[src/rtl/i2c_pot_pkg.sv]
package i2c_pot_pkg;
  typedef enum logic [3:0] {
    ST_IDLE,
    ST_ADDR,
    ST_ACK_A,
    ST_CMD,
    ST_ACK_C,
    ST_WR,
    ST_ACK_W,
    ST_RD,
    ST_MACK
  } link_st_t;
endpackage

[src/rtl/i2c_pot_rstsync.sv]
module i2c_pot_rstsync (
  input  logic clk,
  input  logic arst_n,
  output logic rst_n_o
);
  logic [1:0] q;

  always_ff @(posedge clk or negedge arst_n) begin
    if (!arst_n) q <= 2'b00;
    else         q <= {q[0], 1'b1};
  end

  assign rst_n_o = q[1];
endmodule

[src/rtl/i2c_pot_insync.sv]
module i2c_pot_insync #(
  parameter int STAGES = 2
) (
  input  logic clk,
  input  logic rst_n,
  input  logic scl_i,
  input  logic sda_i,
  output logic sda_s,
  output logic scl_rise,
  output logic scl_fall,
  output logic start_ev,
  output logic stop_ev
);
  logic [STAGES:0] scl_q, sda_q;

  always_ff @(posedge clk or negedge rst_n) begin
    if (!rst_n) begin
      scl_q <= '1;
      sda_q <= '1;
    end else begin
      scl_q <= {scl_q[STAGES-1:0], scl_i};
      sda_q <= {sda_q[STAGES-1:0], sda_i};
    end
  end

  // the newest synchronized sample is index STAGES-1, the one before it is STAGES
  assign sda_s    = sda_q[STAGES-1];
  assign scl_rise = scl_q[STAGES-1] & ~scl_q[STAGES];
  assign scl_fall = ~scl_q[STAGES-1] & scl_q[STAGES];
  assign start_ev = scl_q[STAGES-1] & scl_q[STAGES] & ~sda_q[STAGES-1] & sda_q[STAGES];
  assign stop_ev  = scl_q[STAGES-1] & scl_q[STAGES] & sda_q[STAGES-1] & ~sda_q[STAGES];
endmodule

[src/rtl/i2c_pot_link.sv]
module i2c_pot_link
  import i2c_pot_pkg::*;
#(
  parameter int          DW      = 8,
  parameter int          CHW     = 2,
  parameter logic [3:0]  ADDR_HI = 4'b0101
) (
  input  logic           clk,
  input  logic           rst_n,
  input  logic           scl_rise,
  input  logic           scl_fall,
  input  logic           start_ev,
  input  logic           stop_ev,
  input  logic           sda_s,
  input  logic [2:0]     strap,
  input  logic [DW-1:0]  rd_byte,
  output logic           sda_pull,
  output logic           sel_nv,
  output logic [CHW-1:0] sel_ch,
  output logic           wr_en,
  output logic [DW-1:0]  wr_data
);
  localparam int CNTW = $clog2(DW + 1);
  localparam logic [CNTW-1:0] LAST = CNTW'(DW);

  link_st_t       st, n_st;
  logic [CNTW-1:0] cnt, n_cnt;
  logic [DW-1:0]  sh, n_sh, tx, n_tx;
  logic           pull, n_pull, rw, n_rw, nack, n_nack;
  logic           n_sel_nv;
  logic [CHW-1:0] n_sel_ch;

  always_comb begin
    n_st     = st;
    n_cnt    = cnt;
    n_sh     = sh;
    n_tx     = tx;
    n_pull   = pull;
    n_rw     = rw;
    n_nack   = nack;
    n_sel_nv = sel_nv;
    n_sel_ch = sel_ch;
    wr_en    = 1'b0;
    if (stop_ev) begin
      n_st   = ST_IDLE;
      n_pull = 1'b0;
    end else if (start_ev) begin
      n_st   = ST_ADDR;
      n_cnt  = '0;
      n_pull = 1'b0;
    end else begin
      unique case (st)
        ST_ADDR, ST_CMD, ST_WR: begin
          if (scl_rise) begin
            n_sh  = {sh[DW-2:0], sda_s};
            n_cnt = cnt + 1'b1;
          end else if (scl_fall && cnt == LAST) begin
            n_pull = 1'b1;
            if (st == ST_ADDR) begin
              if (sh[DW-1:1] == {ADDR_HI, strap}) begin
                n_rw = sh[0];
                n_st = ST_ACK_A;
              end else begin
                n_pull = 1'b0;
                n_st   = ST_IDLE;
              end
            end else if (st == ST_CMD) begin
              n_sel_nv = sh[DW-1];
              n_sel_ch = sh[CHW-1:0];
              n_st     = ST_ACK_C;
            end else begin
              wr_en = 1'b1;
              n_st  = ST_ACK_W;
            end
          end
        end
        ST_ACK_A: begin
          if (scl_fall) begin
            n_cnt = '0;
            if (rw) begin
              n_tx   = rd_byte;
              n_pull = ~rd_byte[DW-1];
              n_st   = ST_RD;
            end else begin
              n_pull = 1'b0;
              n_st   = ST_CMD;
            end
          end
        end
        ST_ACK_C, ST_ACK_W: begin
          if (scl_fall) begin
            n_pull = 1'b0;
            n_cnt  = '0;
            n_st   = ST_WR;
          end
        end
        ST_RD: begin
          if (scl_rise) begin
            n_cnt = cnt + 1'b1;
          end else if (scl_fall) begin
            if (cnt == LAST) begin
              n_pull = 1'b0;
              n_st   = ST_MACK;
            end else begin
              n_tx   = {tx[DW-2:0], 1'b0};
              n_pull = ~tx[DW-2];
            end
          end
        end
        ST_MACK: begin
          if (scl_rise) begin
            n_nack = sda_s;
          end else if (scl_fall) begin
            if (nack) begin
              n_st = ST_IDLE;
            end else begin
              n_tx   = rd_byte;
              n_pull = ~rd_byte[DW-1];
              n_cnt  = '0;
              n_st   = ST_RD;
            end
          end
        end
        default: ;
      endcase
    end
  end

  always_ff @(posedge clk or negedge rst_n) begin
    if (!rst_n) begin
      st     <= ST_IDLE;
      cnt    <= '0;
      sh     <= '0;
      tx     <= '0;
      pull   <= 1'b0;
      rw     <= 1'b0;
      nack   <= 1'b0;
      sel_nv <= 1'b0;
      sel_ch <= '0;
    end else begin
      st     <= n_st;
      cnt    <= n_cnt;
      sh     <= n_sh;
      tx     <= n_tx;
      pull   <= n_pull;
      rw     <= n_rw;
      nack   <= n_nack;
      sel_nv <= n_sel_nv;
      sel_ch <= n_sel_ch;
    end
  end

  assign sda_pull = pull;
  assign wr_data  = sh;
endmodule

[src/rtl/i2c_pot_regs.sv]
module i2c_pot_regs #(
  parameter int                 NCH     = 4,
  parameter int                 DW      = 8,
  parameter int                 CHW     = 2,
  parameter logic [NCH*DW-1:0]  NV_INIT = '0
) (
  input  logic              clk,
  input  logic              por_rst_n,
  input  logic              soft_rst_n,
  input  logic              wr_en,
  input  logic              wr_nv,
  input  logic [CHW-1:0]    wr_ch,
  input  logic [DW-1:0]     wr_data,
  output logic              recall,
  output logic [NCH*DW-1:0] wiper_codes,
  output logic [NCH*DW-1:0] nv_codes
);
  always_ff @(posedge clk or negedge soft_rst_n) begin
    if (!soft_rst_n) recall <= 1'b1;
    else             recall <= 1'b0;
  end

  for (genvar i = 0; i < NCH; i++) begin : g_ch
    logic          hit, nv_en, wip_en;
    logic [DW-1:0] wip_d;

    always_comb begin
      hit    = wr_en && (wr_ch == CHW'(i));
      nv_en  = hit && wr_nv;
      wip_en = hit || recall;
      wip_d  = recall ? nv_codes[i*DW +: DW] : wr_data;
    end

    always_ff @(posedge clk or negedge por_rst_n) begin
      if (!por_rst_n)  nv_codes[i*DW +: DW] <= NV_INIT[i*DW +: DW];
      else if (nv_en)  nv_codes[i*DW +: DW] <= wr_data;
    end

    always_ff @(posedge clk or negedge soft_rst_n) begin
      if (!soft_rst_n)  wiper_codes[i*DW +: DW] <= '0;
      else if (wip_en)  wiper_codes[i*DW +: DW] <= wip_d;
    end
  end
endmodule

[src/rtl/i2c_pot_ctrl.sv]
module i2c_pot_ctrl #(
  parameter int                NCH         = 4,
  parameter int                DW          = 8,
  parameter logic [3:0]        ADDR_HI     = 4'b0101,
  parameter int                SYNC_STAGES = 2,
  parameter logic [NCH*DW-1:0] NV_INIT     = {8'hC0, 8'h80, 8'h40, 8'h20}
) (
  input  logic              clk,
  input  logic              por_n,
  input  logic              rst_n,
  input  logic [2:0]        strap,
  input  logic              scl_i,
  input  logic              sda_i,
  output logic              sda_pull,
  output logic [NCH*DW-1:0] wiper_codes
);
  localparam int CHW = $clog2(NCH);

  logic              por_rst_n, soft_rst_n;
  logic              sda_s, scl_rise, scl_fall, start_ev, stop_ev;
  logic              sel_nv, wr_en, recall;
  logic [CHW-1:0]    sel_ch;
  logic [DW-1:0]     wr_data, rd_byte;
  logic [NCH*DW-1:0] nv_codes;

  i2c_pot_rstsync u_por_sync  (.clk(clk), .arst_n(por_n),         .rst_n_o(por_rst_n));
  i2c_pot_rstsync u_soft_sync (.clk(clk), .arst_n(por_n & rst_n), .rst_n_o(soft_rst_n));

  i2c_pot_insync #(.STAGES(SYNC_STAGES)) u_insync (
    .clk(clk), .rst_n(soft_rst_n), .scl_i(scl_i), .sda_i(sda_i),
    .sda_s(sda_s), .scl_rise(scl_rise), .scl_fall(scl_fall),
    .start_ev(start_ev), .stop_ev(stop_ev)
  );

  always_comb begin
    rd_byte = sel_nv ? nv_codes[int'(sel_ch)*DW +: DW]
                     : wiper_codes[int'(sel_ch)*DW +: DW];
  end

  i2c_pot_link #(.DW(DW), .CHW(CHW), .ADDR_HI(ADDR_HI)) u_link (
    .clk(clk), .rst_n(soft_rst_n),
    .scl_rise(scl_rise), .scl_fall(scl_fall), .start_ev(start_ev), .stop_ev(stop_ev),
    .sda_s(sda_s), .strap(strap), .rd_byte(rd_byte),
    .sda_pull(sda_pull), .sel_nv(sel_nv), .sel_ch(sel_ch),
    .wr_en(wr_en), .wr_data(wr_data)
  );

  i2c_pot_regs #(.NCH(NCH), .DW(DW), .CHW(CHW), .NV_INIT(NV_INIT)) u_regs (
    .clk(clk), .por_rst_n(por_rst_n), .soft_rst_n(soft_rst_n),
    .wr_en(wr_en), .wr_nv(sel_nv), .wr_ch(sel_ch), .wr_data(wr_data),
    .recall(recall), .wiper_codes(wiper_codes), .nv_codes(nv_codes)
  );
endmodule

[config.mk]
export PLATFORM = sky130hd
export DESIGN_NAME = i2c_pot_ctrl
export DESIGN_NICKNAME = d
export VERILOG_FILES = /design/src/rtl/i2c_pot_pkg.sv /design/src/rtl/i2c_pot_rstsync.sv /design/src/rtl/i2c_pot_insync.sv /design/src/rtl/i2c_pot_link.sv /design/src/rtl/i2c_pot_regs.sv /design/src/rtl/i2c_pot_ctrl.sv
export SDC_FILE = /design/constraint.sdc
export NUM_CORES = 1
export LEC_CHECK = 0
export BUFFER_PORTS_ARGS = -buffer_cell sky130_fd_sc_hd__buf_2
export CORE_MARGIN = 2
export CORE_UTILIZATION = 60
export DETAILED_ROUTE_END_ITERATION = 6
export PLACE_DENSITY = 0.8
export SYNTH_ARGS = -nofsm -noshare
export SYNTH_HDL_FRONTEND = slang
export SYNTH_HIERARCHICAL = 1
export SYNTH_SLANG_ARGS = --single-unit
[constraint.sdc]
create_clock -name clk -period 2.7 [get_ports clk]
set_input_delay 0.81 -clock clk [delete_from_list [all_inputs] [get_ports clk]]
set_output_delay 0.81 -clock clk [all_outputs]
set_load 0.01 [all_outputs]
==> results of run 1 <==
[critical path: stages (launching register included)]
cell,delay [ns]
dfrtp_1,0.70
nand2b_1,0.25
nor2_1,0.09
nor4_2,0.29
buf_4,0.24
nand2_2,0.08
nor3_4,0.35
mux2_2,0.38
[sequential cells by signal, indices dropped and copies added, names as in the netlist]
signal / cells
u_link/sda_pull: 1
u_insync/scl_q: 3
u_link/st: 4
u_link/sel_nv: 1
u_regs/nv_codes: 32
u_regs/wiper_codes: 32
u_link/tx: 7
u_soft_sync/q: 2
u_link/rw: 1
u_insync/sda_q: 3
u_link/wr_data: 8
u_regs/recall: 1
u_link/nack: 1
u_link/sel_ch: 2
u_por_sync/q: 2
u_link/cnt: 4
[where the power goes]
part           internal [mW]  switching (mW)
combinational          0.504           0.541
clock                  0.373           0.552
sequential              1.75           0.347
total                   2.62            1.44
[stage by stage]
stage | utilization | hold WS (ns) | std cells | worst slack [ns] | area, um^2
5_1_grt | 0.678 | 0.153 | 629 | 0.0369 | 5950
3_5_place_dp | 0.656 | 0.131 | 613 | 0.232 | 5750
4_1_cts | 0.678 | 0.142 | 629 | 0.205 | 5940
2_1_floorplan | - | 0.331 | 479 | 0.0620 | 5450
3_3_place_gp | 0.656 | 0.126 | 613 | 0.254 | 5750
6_report | 0.678 | 0.134 | 629 | 0.218 | 5950
[cells in the final DEF (no fill, tap or decap), drive strengths merged, types with 3 or more instances in the layout]
cell | synthesis | layout
o21ai | 8 | 8
and4b | 3 | 3
nand3b | 5 | 5
nor2b | 37 | 37
dfstp | 12 | 12
conb | 3 | 3
mux2 | 63 | 63
mux4 | 16 | 16
nand4 | 4 | 4
and3 | 3 | 3
inv | 4 | 6
buf | 17 | 56
and2 | 3 | 3
clkbuf | 13 | 10
xnor2 | 4 | 4
nand3 | 8 | 8
dfrtp | 92 | 92
nand2 | 60 | 60
nor4 | 3 | 3
a21oi | 72 | 72
nand4b | 4 | 4
nor2 | 10 | 10
nor3 | 8 | 8
[how the worst min path moves through the flow]
stage,slack (ns),endpoint,cells after the start,start
floorplan,0.33,u_por_sync/q[1],0,u_por_sync/q[0]
global placement,0.13,u_regs/wiper_codes[14],0,u_soft_sync/q[1]
detailed placement,0.13,u_regs/wiper_codes[14],0,u_soft_sync/q[1]
CTS,0.14,u_regs/wiper_codes[14],0,u_soft_sync/q[1]
global route,0.15,u_regs/wiper_codes[14],0,u_soft_sync/q[1]
finish,0.13,u_regs/wiper_codes[14],0,u_soft_sync/q[1]
[final cells by class]
class / count / area (um^2) / share of cell area
inverters: 4 / 15.0 / 0.00253
repair buffers: 56 / 333 / 0.0560
flip-flops and latches: 104 / 2620 / 0.440
multi-input cells: 341 / 2660 / 0.447
clock buffers: 10 / 138 / 0.0231
clock inverters: 6 / 51.3 / 0.00863
well taps: 108 / 135 / 0.0227
[layer usage]
metal,GRT usage,up-vias
li1,-,1808
met1,0.372,1989
met2,0.456,137
met3,0.0422,18
met4,0.0896,0
met5,0,-
[cells by family after synthesis]
group,share of synthesized area
compound gates,0.0913
other cells,0.00207
mux,0.210
buf+inv,0.0353
flops,0.480
xor+xnor,0.00642
simple gates,0.170
fa+ha+maj,0.00459
[what timing repair did]
item                       CTS  global route
resized for setup            0             1
hold buffers                 0             0
hold endpoints to repair     0             0
setup endpoints to repair    0             6
==> out/metrics.csv, run 1 <==
stage;metric;value;unit
sta;fin_crit_sh;0.919;
global_routing;grt_pass1_wl;20.8;mm
global_routing;grt_pass1_vias;3999;
min_path;hold_class;register to asynchronous set/reset pin;
clocking;cts_max_level;3;
worst_setup_path;required;2.96;ns
clocking;clk_latency;0.37;ns
synth;synth_top_flop_cell;dfrtp_1;
sta;period_minus_slack;2.48;ns
drt;route.detailed.drc;0;
drt;met1Wirelength;5.28;mm
global_routing;grt_usage;0.273;
synth;synth_top_area_frac;0.422;
worst_setup_path;crit_fanout;17;
clocking;cts_sinks;104;
clocking;ctsLongestPathBuffers;2;
floorplan;ios;41;
layout;fillers;653;
global_routing;grt-ovfl-total;0;
drt;drtIter0Drc;265;
power;ir_drop;367;uV
sta;rsz0062_at_grt;false;
sta;worst-slew-pin-transition;0.998;ns
clocking;clk_pin_slew;0.11;ns
clocking;cts_root_buf;clkbuf_8;
synth;synth_edf_count;0;
layout;area_growth;9.04;%
sta;setup_tns;0;ns
synth;seq_area_frac_synth;0.480;
layout;diodes;0;
power;leakagePower;2.83;nW
drt;dr_wl_met2;6.53;mm
power;power_density;683;mW/mm^2
clocking;cts_buffers;9;
synth;synth_common_cells;92 x dfrtp_1, 72 x a21oi_1, 62 x mux2_2, 59 x nand2_1, 37 x nor2b_1;
synth;synth_top_area_cell;dfrtp_1;
layout;drive_gt1_frac;0.311;
drt;ant_nets;0;
worst_setup_path;arrival;2.74;ns
floorplan;chipHeight;99.3;um
sta;drv_slew;0;
place;place_congestion;0.958;
sta;hold_viol_final;0;
synth;synth_area;0.00545;mm^2
synth;ys_seq_elements;104;
worst_setup_path;cp-startpoint;u_link/st[3];
floorplan;initial_utilization;0.622;
drt;dr_total_vias;3952;
synth;syn_avg_cell_area;11.4;um^2
synth;synthCells;479;
run;cap_viol_max_count;0;
worst_setup_path;crit_end;u_regs/nv_codes[6];
clocking;cts_tree;built;
sta;fmax;403;MHz
drt;drt_wl_total;12.7;mm
worst_setup_path;r2r-end;u_regs/nv_codes[6];
drt;dr.pass1.iters;5;
drt;top_layer;met4;
power;power;4.06;mW
worst_setup_path;crit_type;register to register;
global_routing;antenna_found_initial;0;
synth;yosysWarnings;6;
synth;synth.distinct_cells;59;
clocking;post_cts_buffers;0;
drt;wire_per_inst;20.2;um
floorplan;die_area;0.00987;mm^2
sta;setup-violations-final;0;
worst_setup_path;worstSetupEndpointType;register;
floorplan;core;0.00876;mm^2
worst_setup_path;regToRegSetupSlack;0.22;ns
drt;wl_met3;682;um
synth;synth_area_leaders;dfrtp_1 42%, mux2_2 13%, mux4_1 7.2%, a21oi_1 6.6%, dfstp_2 5.8%;
worst_setup_path;worstSetupStartpointType;register;
drt;viasPerCell;6.28;
floorplan;num_rows;34;
floorplan;die_w;99.3;um
place;numPortBuffers;40;
synth;synth_nets;489;
global_routing;grt_max_degree;65;
layout;fin_nets;526;
sta;fin_skew;0.0195;ns
synth;synthArstFlopShare;1.00;
run_status;status;completed;
sta;slew_headroom;0.335;
place;post-dp-hpwl;8.62;mm
synth;synth_most_common_cell;dfrtp_1;
worst_setup_path;rr_worst_depth;7;
worst_setup_path;reg2reg_from;u_link/st[3];
Note: power is estimated with default switching activity, not from simulation.
==> inputs of run 2 (changes only) <==
Settings changed: REMOVE_ABC_BUFFERS set to 1.
==> run 2 against run 1 <==
Global-route usage decreased by 0.16 points. Clock skew fell by 0.010 ns. Clock-buffer cell count down 1. Wire length grew 1.0%. First-iteration DRC count rose by 22%. Critical path depth rose by 1. Cell count grew 0.32%. Sequential cell count is the same. Combinational power about the same. Via count is 2.3% higher. Clock power about the same. Non-clock buffer count rose by 2.
==> out/metrics.csv, run 2 (same netlist as run 1, synthesis figures left out) <==
stage;metric;value;unit;change
place;place_worst_setup_slack;0.244;ns;+0.0126 ns
drt;wire_per_inst;20.4;um;+0.72%
worst_setup_path;crit_type;register to register;;
floorplan;die_area;0.00987;mm^2;unchanged
sta;fin_crit_sh;0.922;;+0.00292
global_routing;grt-ovfl-total;0;;unchanged
floorplan;die_w;99.3;um;unchanged
global_routing;antenna_found_initial;0;;unchanged
clocking;cts_root_buf;clkbuf_8;;
layout;fillers;660;;+1.1%
clocking;cts_tree;built;;
worst_setup_path;rr_worst_depth;8;;+1
clocking;post_cts_buffers;0;;unchanged
sta;setup_tns;0;ns;unchanged
layout;layout_commonest_cell;dfrtp_1;;
sta;fmax;402;MHz;-0.32%
global_routing;grt_max_degree;65;;unchanged
global_routing;grt_pass1_wl;20.7;mm;-0.37%
layout;final_util;0.678;;about the same
sta;drv_slew;0;;unchanged
sta;rsz0062_at_grt;false;;
layout;area_growth;9.02;%;about the same
sta;fin_ws;0.211;ns;-0.00789 ns
worst_setup_path;critical-path-slowest-cell;dfstp_2;;
clocking;clk_latency;0.37;ns;about the same
worst_setup_path;reg2reg_from;u_insync/sda_q[2];;
drt;dr_total_vias;4042;;+2.3%
worst_setup_path;crit_end;u_regs/nv_codes[2];;
place;place_congestion;0.963;;+0.55%
min_path;hold_class;input pin to asynchronous set/reset pin;;
clocking;cts_resized;0;;unchanged
worst_setup_path;crit_fanout;12;;-5
place;numPortBuffers;40;;unchanged
layout;diodes;0;;unchanged
worst_setup_path;regToRegSetupSlack;0.21;ns;about the same
power;power_density;685;mW/mm^2;+0.17%
layout;fin_nets;528;;+0.38%
clocking;cts_max_level;3;;unchanged
global_routing;grt_pass1_vias;3987;;-0.30%
power;leakagePower;2.83;nW;+0.30%
layout;drive_gt1_frac;0.314;;+0.00264
worst_setup_path;worstSetupEndpointType;register;;
floorplan;chipHeight;99.3;um;unchanged
place;post-dp-hpwl;8.81;mm;+2.1%
power;ir_drop;384;uV;+4.7%
sta;worst-slew-pin-transition;1.02;ns;+0.0188 ns
sta;setup-violations-final;0;;unchanged
clocking;ctsLongestPathBuffers;2;;unchanged
floorplan;num_rows;34;;unchanged
worst_setup_path;worstSetupStartpointType;register;;
worst_setup_path;cp-startpoint;u_insync/sda_q[2];;
drt;ant_nets;0;;unchanged
global_routing;grt_usage;0.272;;-0.00160
clocking;holdBufCountCts;0;;unchanged
worst_setup_path;crit_path_cell_trace;and4b_1 > nor2_2 > nand3_1 > nor4_2 > buf_4 > nand2_2 > nor3_4 > mux2_2;;
drt;drtIter0Drc;322;;+22%
run_status;status;completed;;
run;cap_viol_max_count;0;;unchanged
worst_setup_path;r2r-end;u_regs/nv_codes[2];;
worst_setup_path;required;2.96;ns;about the same
floorplan;ios;41;;unchanged
sta;hold_viol_final;0;;unchanged
clocking;cts_buffers;9;;unchanged
floorplan;initial_utilization;0.622;;unchanged
worst_setup_path;arrival;2.75;ns;about the same
drt;dr.pass1.iters;5;;unchanged
drt;drt_wl_total;12.8;mm;+1.0%
sta;fin_skew;0.00930;ns;-0.0102 ns
floorplan;core;0.00876;mm^2;unchanged
layout;layout_common_cells;91 x dfrtp_1, 72 x a21oi_1, 62 x mux2_2, 59 x nand2_1, 40 x buf_2;;
sta;hold_ws;0.208;ns;+0.0748 ns
sta;slew_headroom;0.322;;-0.0125
drt;viasPerCell;6.41;;+2.0%
sta;period_minus_slack;2.49;ns;+0.00789 ns
clocking;clk_pin_slew;0.10;ns;about the same
clocking;cts_sinks;104;;unchanged
drt;route.detailed.drc;0;;unchanged
worst_setup_path;max_stage_delay;0.54;ns;-0.16 ns
## run 2: cell types whose count changed in the layout (fill, tap and decap cells not counted)
cell	change
clkinv_8	+1
buf_12	-1
clkbuf_8	-1
nor3b_4	-1
buf_4	+3
nor3b_2	+1
## run 2: worst max-delay path, delay by kind of cell, from the launching register on
| family | cells | cell delay (ns) |
|---|---|---|
| AND/OR/NAND/NOR | 6 | 1.22 |
| flip-flops | 1 | 0.54 |
| multiplexers | 1 | 0.39 |
| buffers and inverters | 1 | 0.23 |
## run 2: worst min-delay path by stage
| stage | end | slack (ns) |
|---|---|---|
| 3_3_place_gp | u_regs/nv_codes[16] | 0.28 |
| 5_1_grt | u_por_sync/q[1] | 0.19 |
| 2_1_floorplan | u_por_sync/q[1] | 0.33 |
| 6_report | u_por_sync/q[1] | 0.21 |
| 4_1_cts | u_por_sync/q[0] | 0.20 |
| 3_5_place_dp | u_regs/nv_codes[16] | 0.29 |
## run 2: through the flow
stage	instance area, um^2	std cells	total power, mW
2_1_floorplan	5280	449	2.75
3_3_place_gp	5750	615	3.11
3_5_place_dp	5750	615	3.14
4_1_cts	5940	631	4.07
5_1_grt	5940	631	4.30
6_report	5940	631	4.07
## run 2: where the power goes
part	switching (mW)	internal, mW
Combinational	0.534	0.497
Clock	0.573	0.356
Sequential	0.365	1.75
Total	1.47	2.60
## run 2: final cells by class
type / instances / area (um^2) / share of cell area
tap: 108 / 135 / 0.0227
inverter: 4 / 15.0 / 0.00253
timing repair buffer: 58 / 335 / 0.0564
clock buffer: 9 / 124 / 0.0208
multi-input combinational: 341 / 2650 / 0.446
clock inverter: 7 / 67.6 / 0.0114
sequential: 104 / 2620 / 0.441
## run 2: layer usage
layer / GRT usage / vias up / wire, um
met4: 0.0601 / 0 / 149
met1: 0.389 / 2039 / 5450
met5: 0 / - / 0
met2: 0.437 / 178 / 6300
met3: 0.0548 / 18 / 950
li1: - / 1807 / -
==> inputs of run 3 (changes only) <==
Settings changed: ABC_AREA set to 1, CORE_UTILIZATION 60 to 55, PLACE_DENSITY 0.8 to 0.76.
Clock period 2.7 ns to 2.1 ns, I/O delays scaled along.
==> run 3 against run 2 <==
Global-route usage fell by 0.33 points. First-iteration DRC count increased by 27%. Combinational power increased by 130%. Wire length is 24% higher. Worst setup slack worse by 0.19 ns. Sequential share of layout area is 7.9 points lower. Highest routed layer unchanged.
==> out/metrics.csv, run 3 <==
stage;metric;value;unit;change
power;power_density;945;mW/mm^2;+38%
synth;yosysWarnings;6;;unchanged
layout;drive_gt1_frac;0.240;;-0.0737
worst_setup_path;crit_type;register to register;;
global_routing;grt_max_degree;45;;-31%
worst_setup_path;required;2.34;ns;-0.62 ns
clocking;cts_sinks;104;;unchanged
synth;synth_area;0.00624;mm^2;+15%
synth;seq_area_frac_synth;0.419;;-0.0608
power;p_int;4.14;mW;+59%
power;ir_drop;931;uV;+140%
sta;fin_crit_sh;0.992;;+0.0703
drt;drt_wl_total;15.9;mm;+24%
sta;drv_slew;0;;unchanged
drt;dr_total_vias;5728;;+42%
floorplan;initial_utilization;0.571;;-0.0513
worst_setup_path;arrival;2.33;ns;-0.42 ns
place;post-dp-hpwl;11.2;mm;+27%
layout;area_growth;15.9;%;
clocking;cts_buffers;9;;unchanged
layout;layout_common_cells;355 x nand2_1, 95 x inv_1, 94 x nand3_1, 90 x dfrtp_1, 46 x nand2_2;;
sta;fmax;480;MHz;+19%
power;switching_share;0.394;;+0.0323
synth;synth_top_area_cell;dfrtp_1;;
synth;synth.distinct_cells;39;;-34%
place;numPortBuffers;40;;unchanged
floorplan;ios;41;;unchanged
layout;fin_nets;939;;+78%
clocking;clk_pin_slew;0.07;ns;-0.03 ns
drt;wire_per_inst;14.8;um;-27%
power;p_sw;2.69;mW;+83%
worst_setup_path;max_stage_delay;0.39;ns;-0.15 ns
synth;synth_edf_count;0;;unchanged
floorplan;chipHeight;111;um;+11%
clocking;clk_latency;0.35;ns;-0.02 ns
global_routing;grt_usage;0.269;;-0.00330
run;cap_viol_max_count;0;;unchanged
worst_setup_path;critical-path-slowest-cell;dfrtp_1;;
power;clock_power_share;0.259;;+0.031
synth;synth_common_cells;376 x nand2_1, 100 x nand3_1, 97 x inv_1, 92 x dfrtp_1, 37 x nor2_1;;
worst_setup_path;crit_fanout;8;;-4
sta;fin_ws;0.0161;ns;-0.194 ns
place;place_congestion;0.960;;-0.29%
floorplan;die_area;0.0122;mm^2;+24%
worst_setup_path;cp_common_cell;nand2_2;;
synth;synth_top_flop_cell;dfrtp_1;;
drt;drtIter0Drc;410;;+27%
sta;period_minus_slack;2.08;ns;-0.406 ns
power;power_frac_seq;0.389;;-0.130
global_routing;grt_pass1_wl;26.3;mm;+27%
synth;synthArstFlopShare;1.00;;unchanged
sta;fin_skew;0.00700;ns;-0.00231 ns
synth;synth_top_area_frac;0.369;;-0.0535
worst_setup_path;worstSetupEndpointType;register;;
synth;synthCells;870;;+82%
drt;viasPerCell;5.33;;-17%
clocking;cts_max_level;3;;unchanged
layout;final_util;0.662;;-0.0165
sta;worst-slew-pin-transition;0.639;ns;-0.378 ns
global_routing;grt_pass1_vias;5264;;+32%
synth;syn_avg_cell_area;7.18;um^2;-37%
global_routing;grt-ovfl-total;0;;unchanged
sta;hold_viol_final;0;;unchanged
synth;synth_most_common_cell;nand2_1;;
sta;rsz0062_at_grt;true;;
place;place_worst_setup_slack;-0.0657;ns;-0.310 ns
floorplan;die_w;111;um;+11%
worst_setup_path;worstSetupStartpointType;register;;
floorplan;core;0.0109;mm^2;+25%
synth;ys_seq_elements;104;;unchanged
clocking;cts_root_buf;clkbuf_16;;
layout;layout_commonest_cell;nand2_1;;
drt;dr.pass1.iters;5;;unchanged
min_path;hold_class;input pin to asynchronous set/reset pin;;
power;leakagePower;4.02;nW;+42%
synth;synth_area_leaders;dfrtp_1 37%, nand2_1 23%, nand3_1 8.0%, inv_1 5.8%, dfstp_2 5.1%;;
clocking;ctsLongestPathBuffers;2;;unchanged
clocking;cts_tree;built;;
global_routing;antenna_found_initial;0;;unchanged
worst_setup_path;crit_path_cell_trace;inv_2 > ha_4 > nand2_4 > nor2_4 > nand2_2 > nor3_2 > nand2_1 > a21oi_2 > buf_12 > nand2_2 > nor2_4 > nand2_4 > nand2_2 > nand2_1;;
layout;diodes;0;;unchanged
floorplan;num_rows;38;;+12%
power;power_frac_comb;0.353;;+0.100
sta;setup-violations-final;0;;unchanged
drt;route.detailed.drc;0;;unchanged
run_status;status;completed;;
layout;fillers;985;;+49%
sta;slew_headroom;0.574;;+0.252
drt;ant_nets;0;;unchanged
power;power;6.84;mW;+68%
## run 3: cell types whose count changed after synthesis, sizes merged, moves of 7 or more
cell and delta:
nor3 -7, buf +12, inv +104, nor2 +40, clkbuf -13, o21ai +12
nor2b -37, mux4 -16, a21oi -67, nand3 +98, nand2 +354, mux2 -60
## run 3: path summary, 6_finish.rpt
path,to,slack [ns],depth (start not counted),startpoint
max,u_regs/nv_codes[21],0.02,14,u_link/cnt[1]
min,u_por_sync/q[1],0.05,1,por_n
max reg2reg,u_regs/nv_codes[21],0.02,14,u_link/cnt[1]
min reg2reg,u_regs/nv_codes[29],0.27,1,u_por_sync/q[1]
min in group clk,u_soft_sync/q[1],0.35,0,u_soft_sync/q[0]
max in group asynchronous,u_insync/scl_q[0],1.11,1,u_soft_sync/q[1]
## run 3: power groups by stage
stage	clock network, mW	logic [mW]	registers (mW)
finish	1.77	2.41	2.66
global route	1.88	2.73	2.70
CTS	1.80	2.35	2.64
detailed placement	0	2.34	2.67
global placement	0	2.33	2.67
floorplan	0	1.55	2.68
## run 3: area by class of cell
cell class	instances	area [um^2]	area share
multi-input combinational	629	3160	0.437
tap	140	175	0.0242
clock inverter	6	73.8	0.0102
sequential	104	2620	0.362
timing repair buffer	77	559	0.0773
inverter	108	410	0.0567
clock buffer	10	239	0.0330
## run 3: stage by stage
stage	cell area [um^2]	TNS (ns)	std cells	hold slack [ns]
after floorplan	6010	-60.61	841	0.331
after global placement	6660	0	1050	0.273
after detailed placement	6660	-1.23	1050	0.278
after CTS	7000	-0.00688	1068	0.0469
after global routing	7240	-3.09	1074	0.0414
final	7240	0	1074	0.0549
## run 3: routing by layer
metal  GRT usage  vias to the layer above  share of wire
met5           0                        -              0
met4       0.133                        0          0.038
met3      0.0401                       49          0.059
met2       0.409                      203           0.46
met1       0.376                     2683           0.45
li1            -                     2793              -
## run 3: worst max-delay path: cells and delay by family (launching register included)
family,cells,cell delay (ns)
fa+ha+maj,1,0.15
flops,1,0.39
compound gates,1,0.16
simple gates,10,1.05
buf+inv,2,0.22
## run 3: cells by family (layout without fill, tap and decap cells)
| group | after synthesis | after routing | synth area share |
|---|---|---|---|
| buffers and inverters | 137 | 201 | 0.104 |
| adders and majority gates | 2 | 2 | 0.00401 |
| other | 3 | 3 | 0.00180 |
| DFF | 104 | 104 | 0.419 |
| xor gates and xnor gates | 2 | 2 | 0.00281 |
| AOI/OAI and AO/OA | 31 | 31 | 0.0325 |
| and+or+nand+nor | 582 | 582 | 0.421 |
| muxes | 9 | 9 | 0.0150 |
## run 3: what timing repair did
| item | in CTS | in global routing |
|---|---|---|
| setup buffers | 2 | 6 |
| pin swaps | 1 | 13 |
| hold buffers | 0 | 0 |
| endpoints found under the setup margin | 58 | 68 |
| resized for setup | 1 | 50 |
| endpoints found under the hold margin | 0 | 0 |
